### config.mk
export PLATFORM = sky130hd
export DESIGN_NAME = chip_sel_dec
export DESIGN_NICKNAME = d
export VERILOG_FILES = /design/src/rtl/csd_pkg.sv /design/src/rtl/csd_datapath.sv /design/src/rtl/csd_control.sv /design/src/rtl/chip_sel_dec.sv
export SDC_FILE = /design/constraint.sdc
export NUM_CORES = 1
export LEC_CHECK = 0
export CAP_MARGIN = 20
export CORE_ASPECT_RATIO = 0.8
export CORE_UTILIZATION = 30
export CTS_CLUSTER_SIZE = 25
export DETAILED_ROUTE_END_ITERATION = 12
export DONT_BUFFER_PORTS = 1
export SLEW_MARGIN = 5
export SYNTH_ARGS = -nofsm -noshare
export SYNTH_HDL_FRONTEND = slang
export SYNTH_SLANG_ARGS = --single-unit
### constraint.sdc
create_clock -name clk -period 4.2 [get_ports clk]
set_clock_uncertainty 0.1 [all_clocks]
set_input_delay 0.63 -clock clk [delete_from_list [all_inputs] [get_ports clk]]
set_output_delay 0.63 -clock clk [all_outputs]
set_load 0.03 [all_outputs]
### src/rtl/csd_pkg.sv
package csd_pkg;
  localparam int EN_BIT = 3;
  localparam int IO_BIT = 4;
  localparam int WS_LSB = 5;

  typedef struct packed {
    logic wrCtrl;
    logic wrLow;
    logic wrUp;
    logic memAct;
    logic ioAct;
  } csd_strobe_t;
endpackage

### src/rtl/csd_datapath.sv
module csd_datapath
  import csd_pkg::*;
#(
  parameter int NUM_CS = 4,
  parameter int ADDR_W = 24,
  parameter int DATA_W = 8,
  parameter int WS_W   = 3,
  parameter int IO_LSB = 8,
  localparam int CH_W  = $clog2(NUM_CS)
) (
  input  logic              clk,
  input  logic              rstN,
  input  csd_strobe_t       stb,
  input  logic [CH_W-1:0]   regChan,
  input  logic [DATA_W-1:0] regWrData,
  input  logic [ADDR_W-1:0] addr,
  output logic [NUM_CS-1:0] csN,
  output logic              hitAny,
  output logic [WS_W-1:0]   winWs
);
  logic [DATA_W-1:0] ctrlQ [NUM_CS];
  logic [DATA_W-1:0] lowQ  [NUM_CS];
  logic [DATA_W-1:0] upQ   [NUM_CS];
  logic [NUM_CS-1:0] match;
  logic [NUM_CS-1:0] win;
  logic [DATA_W-1:0] page;
  logic [DATA_W-1:0] ioSec;

  assign page  = addr[ADDR_W-1 -: DATA_W];
  assign ioSec = addr[IO_LSB +: DATA_W];

  always_ff @(posedge clk or negedge rstN) begin
    if (!rstN) begin
      for (int i = 0; i < NUM_CS; i++) begin
        ctrlQ[i] <= '0;
        lowQ[i]  <= '0;
        upQ[i]   <= '0;
      end
    end else begin
      for (int i = 0; i < NUM_CS; i++) begin
        if (regChan == CH_W'(i)) begin
          if (stb.wrCtrl) ctrlQ[i] <= regWrData;
          if (stb.wrLow)  lowQ[i]  <= regWrData;
          if (stb.wrUp)   upQ[i]   <= regWrData;
        end
      end
    end
  end

  for (genvar g = 0; g < NUM_CS; g++) begin : gChan
    logic memMatch;
    logic ioMatch;
    assign memMatch = stb.memAct && (page >= lowQ[g]) && (page <= upQ[g]);
    assign ioMatch  = stb.ioAct && (ioSec == lowQ[g]);
    assign match[g] = ctrlQ[g][EN_BIT] && (ctrlQ[g][IO_BIT] ? ioMatch : memMatch);


    cs_enable_chk: assert property (@(posedge clk) disable iff (!rstN)
      !csN[g] |-> ctrlQ[g][EN_BIT]);


    cs_space_chk: assert property (@(posedge clk) disable iff (!rstN)
      !csN[g] |-> (ctrlQ[g][IO_BIT] ? stb.ioAct : stb.memAct));
  end

  always_comb begin
    win    = '0;
    winWs  = '0;
    hitAny = 1'b0;
    for (int i = 0; i < NUM_CS; i++) begin
      if (match[i] && !hitAny) begin
        win[i] = 1'b1;
        winWs  = ctrlQ[i][WS_LSB +: WS_W];
        hitAny = 1'b1;
      end
    end
  end

  assign csN = ~win;


  cs_single_chk: assert property (@(posedge clk) disable iff (!rstN)
    $onehot0(~csN));
endmodule

### src/rtl/csd_control.sv
module csd_control
  import csd_pkg::*;
#(
  parameter int WS_W = 3
) (
  input  logic            clk,
  input  logic            rstN,
  input  logic            regWrEn,
  input  logic [1:0]      regField,
  input  logic            cycValid,
  input  logic            cycIsIo,
  input  logic            cycIsWrite,
  input  logic            hitAny,
  input  logic [WS_W-1:0] winWs,
  output csd_strobe_t     stb,
  output logic            memRqN,
  output logic            rdN,
  output logic            wrN,
  output logic            waitN
);
  logic [WS_W-1:0] waitCnt;

  always_comb begin
    stb.wrCtrl = regWrEn && (regField == 2'd0);
    stb.wrLow  = regWrEn && (regField == 2'd1);
    stb.wrUp   = regWrEn && (regField == 2'd2);
    stb.memAct = cycValid && !cycIsIo;
    stb.ioAct  = cycValid && cycIsIo;
  end

  always_ff @(posedge clk or negedge rstN) begin
    if (!rstN)                 waitCnt <= '0;
    else if (!cycValid)        waitCnt <= '0;
    else if (waitCnt != '1)    waitCnt <= waitCnt + 1'b1;
  end

  assign memRqN = !(stb.memAct && hitAny);
  assign rdN    = !(hitAny && !cycIsWrite);
  assign wrN    = !(hitAny && cycIsWrite);
  assign waitN  = !(cycValid && hitAny && (waitCnt < winWs));


  memrq_io_chk: assert property (@(posedge clk) disable iff (!rstN)
    !memRqN |-> !cycIsIo);


  rdwr_excl_chk: assert property (@(posedge clk) disable iff (!rstN)
    !(!rdN && !wrN));


  wait_active_chk: assert property (@(posedge clk) disable iff (!rstN)
    !waitN |-> (cycValid && hitAny));


  wait_release_chk: assert property (@(posedge clk) disable iff (!rstN)
    (cycValid && $past(cycValid) && $past(waitN) && $past(hitAny) && hitAny
     && $stable(winWs)) |-> waitN);
endmodule

### src/rtl/chip_sel_dec.sv
module chip_sel_dec
  import csd_pkg::*;
#(
  parameter int NUM_CS = 4,
  parameter int ADDR_W = 24,
  parameter int DATA_W = 8,
  parameter int WS_W   = 3,
  localparam int CH_W  = $clog2(NUM_CS)
) (
  input  logic              clk,
  input  logic              rstN,
  input  logic              regWrEn,
  input  logic [CH_W-1:0]   regChan,
  input  logic [1:0]        regField,
  input  logic [DATA_W-1:0] regWrData,
  input  logic              cycValid,
  input  logic              cycIsIo,
  input  logic              cycIsWrite,
  input  logic [ADDR_W-1:0] addr,
  output logic [NUM_CS-1:0] csN,
  output logic              memRqN,
  output logic              rdN,
  output logic              wrN,
  output logic              waitN
);
  csd_strobe_t     stb;
  logic            hitAny;
  logic [WS_W-1:0] winWs;

  csd_control #(.WS_W(WS_W)) u_ctrl (
    .clk(clk), .rstN(rstN), .regWrEn(regWrEn), .regField(regField),
    .cycValid(cycValid), .cycIsIo(cycIsIo), .cycIsWrite(cycIsWrite),
    .hitAny(hitAny), .winWs(winWs), .stb(stb),
    .memRqN(memRqN), .rdN(rdN), .wrN(wrN), .waitN(waitN)
  );

  csd_datapath #(.NUM_CS(NUM_CS), .ADDR_W(ADDR_W), .DATA_W(DATA_W), .WS_W(WS_W)) u_dp (
    .clk(clk), .rstN(rstN), .stb(stb), .regChan(regChan), .regWrData(regWrData),
    .addr(addr), .csN(csN), .hitAny(hitAny), .winWs(winWs)
  );
endmodule

Word level (Yosys, flattened, before mapping)
Index checks and enable logic that the tools add are counted.
{ "op_classes": {"muxes": 17, "eq_ne": 11, "addsub": 1, "n_bitwise": 1, "reduce_logical": 52, "n_lt_le_gt_ge": 9} }
{ "ops": {"columns": ["op", "count"], "rows": [
  ["== test 8 bit", 4],
  ["greater-or-equal comparator 8 bit", 4],
  ["less-or-equal comparator 8 bit", 4],
  ["logical AND 1 bit", 29],
  ["AND reduction 2 bit", 12],
  ["two-way mux 3 bit", 6],
  ["two-way mux 1 bit", 11],
  ["logical NOT 1 bit", 9],
  ["== test 2 bit, second input constant", 3],
  ["== test 2 x 1 -> 1 bit, second input constant", 2],
  ["logical NOT 2 bit", 2],
  ["inverter 4 bit", 1],
  ["adder 3 x 1 -> 3 bit, second input constant", 1],
  ["< comparator 3 bit", 1],
  ["!= test 3 bit, second input constant", 1],
  ["!= test 2 x 1 -> 1 bit, second input constant", 1]
]} }
{ "totals": {"in_bits": 42, "elab_cells": 104, "reg_bits": 99, "output_inout_bits": 8} }

Longest topological paths before layout
{ "logic_depth": {"ltp_word": 19, "mapped_depth": 14, "mapped_depth_nobuf": 13} }

Hierarchy
Synthesis repeated with hierarchy kept, for this count alone.
{ "unflattened": {"hier_cells": 537, "hier_area_um2": 5607.9} }
{ "by_module_without_submodules": {"columns": ["mod", "seq_area_each_um2", "instances", "cells_each", "area_per_inst_um2"], "rows": [
  ["csd_datapath", 2102.0, 1, 509, 5348.9],
  ["csd_control", 75.1, 1, 28, 259.0]
]} }

Worst setup path after synthesis
No wires, ideal clock.
{ "synth_timing": {"path_kind": "input to output", "start": "input addr[16]", "end": "output waitN", "t_arrival_ns": 3.252, "setup_slack_ns": 0.218, "cell_stages": 14, "path_buffers": 1, "required_ns": 3.470, "cell_sequence": "inv_1 -> ha_1 -> nand4_1 -> or3b_1 -> a21oi_1 -> nor4_2 -> nor2_2 -> buf_6 -> or2_0 -> a22oi_2 -> ha_1 -> nand2_1 -> a41o_1 -> o211ai_1"} }
{ "synth_via": {"elab_chain_len": 18, "elab_cells_between_ends": 42, "classes_between": "order compare (9); mux (12); reduce/logical (21)"} }
{ "synth_lines": {"columns": ["item", "line", "rtl"], "rows": [
  ["start, declared", "chip_sel_dec.sv:19", "input logic [ADDR_W-1:0] addr,"],
  ["greater-or-equal comparator 8 bit", "csd_datapath.sv:53", "assign memMatch = stb.memAct && (page >= lowQ[g]) && (page <= upQ[g]);"],
  ["logical AND 1 bit (2 in series)", "csd_datapath.sv:53", null],
  ["two-way mux 1 bit", "csd_datapath.sv:55", "assign match[g] = ctrlQ[g][EN_BIT] && (ctrlQ[g][IO_BIT] ? ioMatch : memMatch);"],
  ["logical AND 1 bit", "csd_datapath.sv:55", null],
  ["two-way mux 1 bit", "csd_datapath.sv:71", "if (match[i] && !hitAny) begin"],
  ["logical NOT 1 bit", "csd_datapath.sv:71", null],
  ["logical AND 1 bit", "csd_datapath.sv:71", null],
  ["two-way mux 1 bit", "csd_datapath.sv:71", null],
  ["logical NOT 1 bit", "csd_datapath.sv:71", null],
  ["logical AND 1 bit", "csd_datapath.sv:71", null],
  ["two-way mux 1 bit", "csd_datapath.sv:71", null],
  ["logical NOT 1 bit", "csd_datapath.sv:71", null],
  ["logical AND 1 bit", "csd_datapath.sv:71", null],
  ["two-way mux 3 bit / two-way mux 1 bit (equally long branches)", "csd_datapath.sv:71", null],
  ["< comparator 3 bit / logical AND 1 bit (equally long branches)", "csd_control.sv:40", "assign waitN = !(cycValid && hitAny && (waitCnt < winWs));"],
  ["logical AND 1 bit (*)", "csd_control.sv:40", null],
  ["logical NOT 1 bit (*)", "csd_control.sv:40", null],
  ["end, declared", "chip_sel_dec.sv:24", "output logic waitN"]
]} }
Every way passes the cells marked *; elsewhere a longest branch is shown, timed or not.

Worst setup path after layout
Same ends and word-level chain as after synthesis.

==> results.yml <==
grt:
  grt_pass1_wl_um: 23700
  grt_pass1_vias: 3949
  grt-ovfl-total: 0
  grt_max_degree: 88
  grt_use_total: 0.169
  antenna_found_initial: 0
placed_design:
  dp_hpwl_um: 10700
  dpl_cell_area_um2: 5900
  portBuffers: 0
  dp.cells: 791
  pre_cts_slack_ns: -0.0618
  finalWeightedCongestion: 0.854
pwr:
  p_sw_frac: 0.311
  p_clk_frac: 0.302
  p_per_area_nw_per_um2: 429
  combPwrFrac: 0.275
  power_mw: 2.72
  power.share.sequential: 0.423
  internal_power_mw: 1.87
  irDropWorstVdd_v: 0.000190
  p_leak_nw: 2.81
  p_switching_mw: 0.846
route:
  vias: 3973
  wl_um: 15000
  drc_errors: 0
  post_drt_wl_per_cell_um: 18.5
  drt_iter0_drc: 164
  antenna_left: 0
  via_per_inst: 4.89
  drtPass1Iterations: 4
floorplan:
  die_h_um: 124
  die_area_um2: 19100
  die-width_um: 154
  num_rows: 44
  ioPinCount: 50
  initial_core_util: 0.307
  coreArea_um2: 18200
critical_path:
  worst_path_largest_cell_delay_ns: 0.42
  path_class: "primary input to primary output"
  worstPathCellList: "clkinvlp_4, ha_1, nand4_1, buf_4, o31a_1, nor4_4, nor2_2, buf_4, or2_0, a22oi_2, ha_1, nand2_1, a41o_1, o211ai_1, buf_4"
  cp-end-kind: "primary output"
  crit_arrival_ns: 3.48
  startpoint_type: "primary input"
  crit_fanout: 5
  crit_required_ns: 3.47
  ff2ff_path_depth: 4
  critPathMostFrequentCell: "buf_4"
  crit_slowest_cell: "nor4_4"
synth:
  syn_nets: 673
  yosysSeqAreaShare: 0.391
  ys.flop_type: "dfrtp_1"
  synth_area_um2: 5570
  synth_edf_count: 0
  ys_ff_latch: 87
  synth-async-reset-ratio: 1.00
  syn_inst: 563
  syn_area_per_cell_um2: 9.90
  yosysWarnings: 0
  synth.distinct_cells: 57
clocking:
  clkTransAtPathRegs_ns: 0.07
  cts_num_sinks: 87
  clock_latency_ns: 0.34
  cts_buffer_depth: 2
  numCtsBuffers: 9
  htree_levels: 3
  cts_tree: "done"
  cts_root_buf: "clkbuf_16"
sta:
  fin_ws_ns: -0.00946
  hold_violations: 0
  slew_violations: 0
  worst_pin_slew_ns: 1.01
  rsz0062_at_grt: "yes"
  setup_violations: 1
  max-slew-margin-rel: 0.325
  post-route-min-period_ns: 4.21
  fmax_ghz: 0.238
  fin_crit_sh: 1.00
cells_and_area:
  drive_gt1_frac: 0.174
  final_cell_count_no_fill: 812
  n_antenna_cell: 0
  nFillCells: 1837
  layout-area-overhead-vs-synth_pct: 13.7
  final_util: 0.349
  design_area_um2: 6340
  fin_nets: 687
flow_run:
  maxCapViolations: 0
run_status:
  outcome: "complete, but fails checks"
  violations: "setup timing"
min_path:
  min_path_type: "primary input to asynchronous set/reset pin"
[registers in the layout, indices dropped and copies added (netlist names)]
signal          flops
u_ctrl.waitCnt      3
u_dp.ctrlQ         20
u_dp.lowQ          32
u_dp.upQ           32
[layout by cell type (no fill, tap or decap), types with 7 or more instances in the layout]
cell type / Yosys / final
clkbuf_16: 0 / 9
nand4_1: 11 / 11
o211ai_1: 7 / 7
ha_1: 68 / 66
xnor2_1: 7 / 7
xor2_1: 26 / 26
dfrtp_1: 87 / 87
mux2_2: 42 / 42
o21ai_0: 58 / 58
buf_4: 0 / 18
inv_1: 67 / 65
nor2_1: 17 / 16
a21oi_1: 17 / 16
nand2_1: 51 / 51
[metal layers]
metal	global-route usage	up-vias	wire, um
met2	0.256	82	6260
met3	0.0390	16	937
met5	0	-	0
li1	-	1992	-
met1	0.243	1883	7680
met4	0.0377	0	170
[cells by family (layout without fill, tap and decap cells)]
logic type	after synthesis	in the layout	synth area share
AND/OR/NAND/NOR	134	134	0.132
buffers and inverters	84	103	0.0579
flip-flops	87	87	0.391
AO/OA/AOI/OAI	113	113	0.127
XOR/XNOR	33	33	0.0519
multiplexers	44	44	0.0884
adder cells (fa/ha/maj)	68	68	0.153
[cell type report]
| class | instances | area (um^2) | area share |
|---|---|---|---|
| well taps | 230 | 288 | 0.0454 |
| flip-flops and latches | 87 | 2180 | 0.344 |
| clock buffers | 11 | 243 | 0.0383 |
| inverters | 67 | 255 | 0.0403 |
| repair buffers | 20 | 183 | 0.0288 |
| clock inverters | 5 | 57.6 | 0.00908 |
| multi-input cells | 392 | 3130 | 0.494 |
[Yosys cell counts, types with 3 or more instances]
cell      count  share of area
a21oi_1      17          0.015
nand2_1      51          0.034
o21ai_1       3         0.0027
dfrtp_1      87           0.39
nand3b_1      5         0.0067
ha_1         68           0.15
o211ai_1      7         0.0094
a211oi_1      5         0.0067
nand4_1      11          0.012
and4_1        4         0.0063
xnor2_1       7          0.011
nor4_1        6         0.0067
inv_1        67          0.045
nand3_1       5         0.0045
or3_1         3         0.0034
nand2b_1      5         0.0056
mux2_2       42          0.085
clkbuf_1     16          0.011
o21ai_0      58          0.052
nor2b_1       6         0.0067
xor2_1       26          0.041
nor3_1        3         0.0027
nor2_1       17          0.011
[critical path, delay by kind of cell]
kind	cells	cell delay, ns
compound gates	4	0.83
fa+ha+maj	2	0.50
buf+inv	4	0.61
simple gates	5	0.88
[worst paths after layout]
path | startpoint | to | slack, ns
setup reg to reg | u_ctrl.waitCnt[0] | u_ctrl.waitCnt[0] | 2.86
hold reg to reg | u_dp.upQ[30] | u_dp.upQ[30] | 0.41
hold / removal | rstN | u_dp.lowQ[7] | 0.10
min in group clk | regWrData[7] | u_dp.lowQ[7] | 0.30
setup / recovery | addr[16] | waitN | -0.009
max in group asynchronous | rstN | u_dp.ctrlQ[14] | 3.54
[power by group through the flow]
stage	registers [mW]	logic (mW)	clock network (mW)
after floorplan	1.13	0.570	0
after global placement	1.16	0.679	0
after detailed placement	1.16	0.697	0
after CTS	1.15	0.730	0.836
after global routing	1.17	0.874	0.862
final	1.15	0.748	0.822
[metrics by stage]
step                TNS [ns]  hold WS, ns
floorplan                  0        0.234
global placement     -0.0285        0.238
detailed placement   -0.0618        0.238
CTS                        0        0.116
global route          -0.140        0.135
finish              -0.00946        0.100
[repair_timing]
| action | CTS | global route |
|---|---|---|
| buffers inserted | 0 | 4 |
| cloned | 0 | 0 |
| pin swaps | 0 | 5 |
| endpoints found under the setup margin | 1 | 1 |
| gates resized for setup | 5 | 7 |
| hold buffers | 1 | 0 |
| endpoints found under the hold margin | 87 | 0 |
No activity file was read; power rests on OpenSTA's default activity.
